--- config.mk ---
export PLATFORM = sky130hd
export DESIGN_NAME = far_page_unit
export DESIGN_NICKNAME = d
export VERILOG_FILES = /design/src/rtl/fpu_pkg.sv /design/src/rtl/fpu_xlate.sv /design/src/rtl/fpu_page_reg.sv /design/src/rtl/fpu_seq.sv /design/src/rtl/far_page_unit.sv
export SDC_FILE = /design/constraint.sdc
export NUM_CORES = 1
export LEC_CHECK = 0
export ABC_AREA = 1
export BUFFER_PORTS_ARGS = -buffer_cell sky130_fd_sc_hd__buf_2
export CAP_MARGIN = 10
export CORE_UTILIZATION = 48
export DETAILED_ROUTE_END_ITERATION = 10
export PLACE_DENSITY = 0.8
export SYNTH_ARGS = -nofsm -noshare
export SYNTH_HDL_FRONTEND = slang
export SYNTH_HIERARCHICAL = 1
export SYNTH_SLANG_ARGS = --single-unit
--- constraint.sdc ---
create_clock -name clk -period 4.9 [get_ports clk]
set_input_delay 0.98 -clock clk [delete_from_list [all_inputs] [get_ports clk]]
set_output_delay 0.98 -clock clk [all_outputs]
set_load 0.005 [all_outputs]
--- src/rtl/fpu_pkg.sv ---
package fpu_pkg;
    parameter int LW    = 16;   // logical address width
    parameter int PW    = 8;    // page register width
    parameter int OFS_W = 14;   // window offset width (16 KB)
    parameter int PHW   = 25;   // physical address width
    localparam int GAP_W = PHW - 1 - PW - OFS_W;
    localparam logic [7:0] IND_MASK = 8'hE3;

    typedef enum logic [1:0] {
        OP_CALL_EXT = 2'b00,
        OP_CALL_IDX = 2'b01,
        OP_RETURN   = 2'b10,
        OP_NONE     = 2'b11
    } op_e;

    typedef enum logic [3:0] {
        S_IDLE, S_PTR_HI, S_PTR_LO, S_PTR_PG,
        S_PUSH_LO, S_PUSH_HI, S_PUSH_PG,
        S_POP_PG, S_POP_HI, S_POP_LO
    } st_e;

    typedef struct packed {
        logic          req;
        logic          we;
        logic [LW-1:0] laddr;
        logic [7:0]    wdata;
    } bus_t;

    function automatic logic [PHW-1:0] xlate(input logic [LW-1:0] a,
                                             input logic [PW-1:0] pg);
        if (a[LW-1 -: 2] == 2'b10)
            return {1'b1, {GAP_W{1'b0}}, pg, a[OFS_W-1:0]};
        else
            return {{(PHW-LW){1'b0}}, a};
    endfunction
endpackage

--- src/rtl/fpu_xlate.sv ---
module fpu_xlate
    import fpu_pkg::*;
(
    input  logic [LW-1:0]  laddr,
    input  logic [PW-1:0]  pg,
    output logic [PHW-1:0] paddr
);
    always_comb paddr = xlate(laddr, pg);
endmodule

--- src/rtl/fpu_page_reg.sv ---
module fpu_page_reg
    import fpu_pkg::*;
(
    input  logic          clk,
    input  logic          rst,
    input  logic          ld,
    input  logic [PW-1:0] ld_val,
    input  logic          dbg_we,
    input  logic [PW-1:0] dbg_wdata,
    input  logic          blocked,
    output logic [PW-1:0] page_q
);
    always_ff @(posedge clk) begin
        if (rst)
            page_q <= '0;
        else if (ld)
            page_q <= ld_val;
        else if (dbg_we && !blocked)
            page_q <= dbg_wdata;
    end
endmodule

--- src/rtl/fpu_seq.sv ---
module fpu_seq
    import fpu_pkg::*;
(
    input  logic          clk,
    input  logic          rst,
    input  logic          cmd_valid,
    input  logic [1:0]    cmd_op,
    input  logic [7:0]    cmd_postbyte,
    input  logic [LW-1:0] cmd_opnd,
    input  logic [PW-1:0] cmd_page,
    input  logic [LW-1:0] cmd_ret_pc,
    input  logic [LW-1:0] cmd_sp,
    input  logic [7:0]    mem_rdata,
    input  logic [PW-1:0] page_cur,
    output bus_t          bus,
    output logic          busy,
    output logic          accept,
    output logic          pg_ld,
    output logic [PW-1:0] pg_val,
    output logic [LW-1:0] pc_out,
    output logic [LW-1:0] sp_out,
    output logic          done
);
    st_e           st;
    logic [LW-1:0] tgt, ptr, sp_b, rpc;
    logic [PW-1:0] tpg, pop_pg;
    logic [7:0]    pop_hi;
    op_e           op;

    assign op     = op_e'(cmd_op);
    assign busy   = (st != S_IDLE);
    assign accept = (st == S_IDLE) && cmd_valid && (op != OP_NONE);
    assign pg_ld  = (st == S_PUSH_PG) || (st == S_POP_LO);
    assign pg_val = (st == S_PUSH_PG) ? tpg : pop_pg;

    always_comb begin
        bus = '0;
        unique case (st)
            S_PTR_HI:  bus = '{req: 1'b1, we: 1'b0, laddr: ptr,        wdata: 8'h00};
            S_PTR_LO:  bus = '{req: 1'b1, we: 1'b0, laddr: ptr + 16'd1, wdata: 8'h00};
            S_PTR_PG:  bus = '{req: 1'b1, we: 1'b0, laddr: ptr + 16'd2, wdata: 8'h00};
            S_PUSH_LO: bus = '{req: 1'b1, we: 1'b1, laddr: sp_b - 16'd1, wdata: rpc[7:0]};
            S_PUSH_HI: bus = '{req: 1'b1, we: 1'b1, laddr: sp_b - 16'd2, wdata: rpc[15:8]};
            S_PUSH_PG: bus = '{req: 1'b1, we: 1'b1, laddr: sp_b - 16'd3, wdata: page_cur};
            S_POP_PG:  bus = '{req: 1'b1, we: 1'b0, laddr: sp_b,        wdata: 8'h00};
            S_POP_HI:  bus = '{req: 1'b1, we: 1'b0, laddr: sp_b + 16'd1, wdata: 8'h00};
            S_POP_LO:  bus = '{req: 1'b1, we: 1'b0, laddr: sp_b + 16'd2, wdata: 8'h00};
            default:   bus = '0;
        endcase
    end

    always_ff @(posedge clk) begin
        if (rst) begin
            st     <= S_IDLE;
            done   <= 1'b0;
            pc_out <= '0;
            sp_out <= '0;
            tgt    <= '0;
            ptr    <= '0;
            sp_b   <= '0;
            rpc    <= '0;
            tpg    <= '0;
            pop_pg <= '0;
            pop_hi <= '0;
        end else begin
            done <= 1'b0;
            unique case (st)
                S_IDLE: if (accept) begin
                    sp_b <= cmd_sp;
                    rpc  <= cmd_ret_pc;
                    tgt  <= cmd_opnd;
                    ptr  <= cmd_opnd;
                    tpg  <= cmd_page;
                    if (op == OP_RETURN)
                        st <= S_POP_PG;
                    else if (op == OP_CALL_IDX && (cmd_postbyte & IND_MASK) == IND_MASK)
                        st <= S_PTR_HI;
                    else
                        st <= S_PUSH_LO;
                end
                S_PTR_HI:  begin tgt[15:8] <= mem_rdata; st <= S_PTR_LO;  end
                S_PTR_LO:  begin tgt[7:0]  <= mem_rdata; st <= S_PTR_PG;  end
                S_PTR_PG:  begin tpg       <= mem_rdata; st <= S_PUSH_LO; end
                S_PUSH_LO: st <= S_PUSH_HI;
                S_PUSH_HI: st <= S_PUSH_PG;
                S_PUSH_PG: begin
                    pc_out <= tgt;
                    sp_out <= sp_b - 16'd3;
                    done   <= 1'b1;
                    st     <= S_IDLE;
                end
                S_POP_PG:  begin pop_pg <= mem_rdata; st <= S_POP_HI; end
                S_POP_HI:  begin pop_hi <= mem_rdata; st <= S_POP_LO; end
                S_POP_LO:  begin
                    pc_out <= {pop_hi, mem_rdata};
                    sp_out <= sp_b + 16'd3;
                    done   <= 1'b1;
                    st     <= S_IDLE;
                end
                default: st <= S_IDLE;
            endcase
        end
    end
endmodule

--- src/rtl/far_page_unit.sv ---
module far_page_unit
    import fpu_pkg::*;
(
    input  logic             clk,
    input  logic             rst,
    input  logic             cmd_valid,
    input  logic [1:0]       cmd_op,
    input  logic [7:0]       cmd_postbyte,
    input  logic [LW-1:0]    cmd_opnd,
    input  logic [PW-1:0]    cmd_page,
    input  logic [LW-1:0]    cmd_ret_pc,
    input  logic [LW-1:0]    cmd_sp,
    output logic             busy,
    output logic             done,
    output logic [LW-1:0]    pc_out,
    output logic [LW-1:0]    sp_out,
    output logic [PW-1:0]    page,
    input  logic             dbg_we,
    input  logic [PW-1:0]    dbg_wdata,
    input  logic [LW-1:0]    xl_laddr,
    output logic [PHW-1:0]   xl_paddr,
    output logic             mem_req,
    output logic             mem_we,
    output logic [PHW-1:0]   mem_addr,
    output logic [7:0]       mem_wdata,
    input  logic [7:0]       mem_rdata
);
    bus_t          bus;
    logic          pg_ld, accept;
    logic [PW-1:0] pg_val;

    fpu_seq u_seq (
        .clk(clk), .rst(rst),
        .cmd_valid(cmd_valid), .cmd_op(cmd_op), .cmd_postbyte(cmd_postbyte),
        .cmd_opnd(cmd_opnd), .cmd_page(cmd_page), .cmd_ret_pc(cmd_ret_pc),
        .cmd_sp(cmd_sp), .mem_rdata(mem_rdata), .page_cur(page),
        .bus(bus), .busy(busy), .accept(accept), .pg_ld(pg_ld), .pg_val(pg_val),
        .pc_out(pc_out), .sp_out(sp_out), .done(done)
    );

    fpu_page_reg u_page (
        .clk(clk), .rst(rst), .ld(pg_ld), .ld_val(pg_val),
        .dbg_we(dbg_we), .dbg_wdata(dbg_wdata), .blocked(busy || accept),
        .page_q(page)
    );

    fpu_xlate u_xl_port (.laddr(xl_laddr),  .pg(page), .paddr(xl_paddr));
    fpu_xlate u_xl_mem  (.laddr(bus.laddr), .pg(page), .paddr(mem_addr));

    assign mem_req   = bus.req;
    assign mem_we    = bus.we;
    assign mem_wdata = bus.wdata;
endmodule

==> metrics.yaml <==
status: "finished, violations left"
violations: "DRC"
critPathLaunchType: "flip-flop"
layout_commonest_cell: "nand2_1"
grt.busiest_layer: "met2"
grt_antenna_before_repair: 0
core-area_um2: 18100
power_density_nw_per_um2: 467
overflow: 0
drc_errors: 26
cp_max_fo: 36
area_growth_pct: 13.1
layout.nets: 1674
setup_slack_ns: 0.534
fmax_ghz: 0.229
critical_path.endpoint_type: "primary output"
clk_path_buf_depth: 2
worst_pin_slew_ns: 1.02
timing.setup.tns_ns: 0
critPathBufInv: 2
crit_slowest_cell: "nor2_4"
grtUsageTotal: 0.320
place_ws_ns: 1.03
die_h_um: 138
clkTransAtPathRegs_ns: 0.06
drtPass1Iterations: 9
grt_max_degree: 60
cpLargestDelayFamily: "simple AND/OR/NAND/NOR gates"
syn_area_per_cell_um2: 6.07
initial_core_util: 0.492
grt_pass1_wl_um: 49000
grt_pass1_vias: 9191
final_cell_mix: "417 x nand2_1, 206 x nor2_1, 168 x buf_2"
drt-total-wl_um: 30600
period_share: 0.891
cts_tree: "yes"
ant_nets: 0
cts-resized-gates: 0
grt_use_met1: 0.456
cp_data_arrival_time_ns: 3.39
yosysUniqueCellTypes: 43
gp_congestion: 1.02
crit_type: "reg -> out"
synth-seq-cells: 133
numCtsBuffers: 17
p_leak_nw: 4.74
synth_cells: 1466
n_antenna_cell: 0
rsz0062_at_grt: "false"
cpPeakStageDelay_ns: 0.47
crit_path_cell_trace: "nor2_4 > nand2_4 > o21ai_1 > ha_1 > nand3_1 > nor2_1 > nand3_1 > nand3_1 > nand3_1 > inv_1 > nand2_2 > nor2_1 > buf_2"
dieArea_um2: 19100
relSlewSlack: 0.318
fillers: 1810
ir_drop_v: 0.000292
via_per_inst: 5.62
use_met3: 0.0606
yosysSeqAreaShare: 0.299
synth.cell_area_um2: 8900
htree_levels: 4
hp-class: "reg -> reg"
clock-sinks: 133
finalHoldViolCount: 0
finClkSkew_ns: 0.0182
insertion_delay_ns: 0.42
drv_cap: 0
port_buffers: 168
drtIter0Drc: 1311
gr-usage-met2: 0.479
cp_common_cell: "nand3_1"
drive_above_1_share: 0.161
std_cell_rows: 49
wl_per_cell_um: 17.0
via_count: 10139
finalMaxSlewViolations: 0
min_period_ns: 4.37
setup_viol: 0
post-dp-hpwl_um: 22600
top_level_ports: 204
yosys_warnings: 6
cts_root_buf: "clkbuf_16"
crit_required_ns: 3.92
cts_setup_buffers: 0
dieWidth_um: 138
cts_hold_buf: 0
-- final timing paths --
kind	from	endpoint	depth (start not counted)	slack [ns]
max	u_seq/st[1]	mem_addr[17]	13	0.53
min	u_seq/pc_out[13]	u_seq/pc_out[13]	2	0.48
max reg2reg	u_seq/st[1]	u_page/page_q[6]	10	2.33
min reg2reg	u_seq/pc_out[13]	u_seq/pc_out[13]	2	0.48
-- flip-flops by register name, indices dropped and copies added, names as in the netlist --
name and count:
u_seq/pc_out 16, u_seq/ptr 16, u_seq/rpc 16, u_seq/sp_b 16, u_seq/sp_out 16, u_seq/tgt 16, u_page/page_q 8, u_seq/pop_hi 8
u_seq/pop_pg 8, u_seq/tpg 8, u_seq/st 4, u_seq/done 1
-- final cells by class --
cell class	instances	area [um2]	area share
clock inverter	14	118	0.0117
timing repair buffer	183	953	0.0947
clock buffer	18	439	0.0436
sequential	133	2660	0.265
multi-input combinational	1101	5120	0.509
tap	229	287	0.0285
inverter	127	482	0.0479
-- per-layer routing --
| metal | share of wire | wire [um] | vias to the layer above |
|---|---|---|---|
| li1 | - | - | 4933 |
| met1 | 0.44 | 13300 | 4564 |
| met2 | 0.43 | 13300 | 582 |
| met3 | 0.11 | 3250 | 60 |
| met4 | 0.025 | 760 | 0 |
| met5 | 0 | 0 | - |
-- cell usage after synthesis (all sizes together) --
| master | number | area, um2 |
|---|---|---|
| a31oi | 35 | 219 |
| a21o | 1 | 7.51 |
| nor2 | 221 | 895 |
| dfxtp | 133 | 2660 |
| o221ai | 11 | 96.3 |
| a22oi | 1 | 7.51 |
| nor4 | 3 | 18.8 |
| ha | 9 | 113 |
| xor2 | 16 | 140 |
| clkinv | 5 | 18.8 |
| o21bai | 2 | 15.0 |
| nor3 | 18 | 100 |
| o21ai | 99 | 499 |
| or2 | 1 | 6.26 |
| clkbuf | 33 | 125 |
| a21oi | 59 | 299 |
| a211oi | 4 | 30.0 |
| a221oi | 3 | 26.3 |
| nand4 | 15 | 93.8 |
| nand3b | 3 | 22.5 |
| o22ai | 8 | 50.1 |
| xnor2 | 1 | 8.76 |
| nand2 | 427 | 1640 |
| nand3 | 153 | 766 |
| buf | 74 | 513 |
| inv | 122 | 463 |
| o2111ai | 3 | 26.3 |
| o211ai | 4 | 30.0 |
| conb | 2 | 7.51 |
-- power breakdown --
part | internal, W | switching, W
Clock | 0.000673 | 0.000511
Sequential | 0.00129 | 0.000267
Combinational | 0.000596 | 0.00137
Total | 0.00256 | 0.00215
-- tightest hold or removal path: stages (launching register included) --
cell and delay, ns:
dfxtp_1 0.31, nand2_1 0.06, a31oi_1 0.06
-- stage by stage --
step	cell area [um2]	utilization	cells	power [W]	hold slack, ns
after floorplan	8900	-	1468	0.00290	0.454
after global placement	9510	0.526	1773	0.00343	0.463
after detailed placement	9510	0.526	1773	0.00346	0.469
after CTS	10100	0.557	1805	0.00465	0.478
after global routing	10100	0.557	1805	0.00501	0.499
final	10100	0.557	1805	0.00470	0.478
-- cells by family (layout without fill, tap and decap cells) --
| kind of cell | after synthesis | in the layout | synth area share |
|---|---|---|---|
| buf+inv | 234 | 342 | 0.126 |
| xor+xnor | 17 | 17 | 0.0167 |
| other cells | 2 | 4 | 0.000844 |
| compound gates | 230 | 230 | 0.147 |
| fa+ha+maj | 9 | 9 | 0.0127 |
| flops | 133 | 133 | 0.299 |
| simple gates | 841 | 841 | 0.398 |
Power figures use the tool's default switching activity.
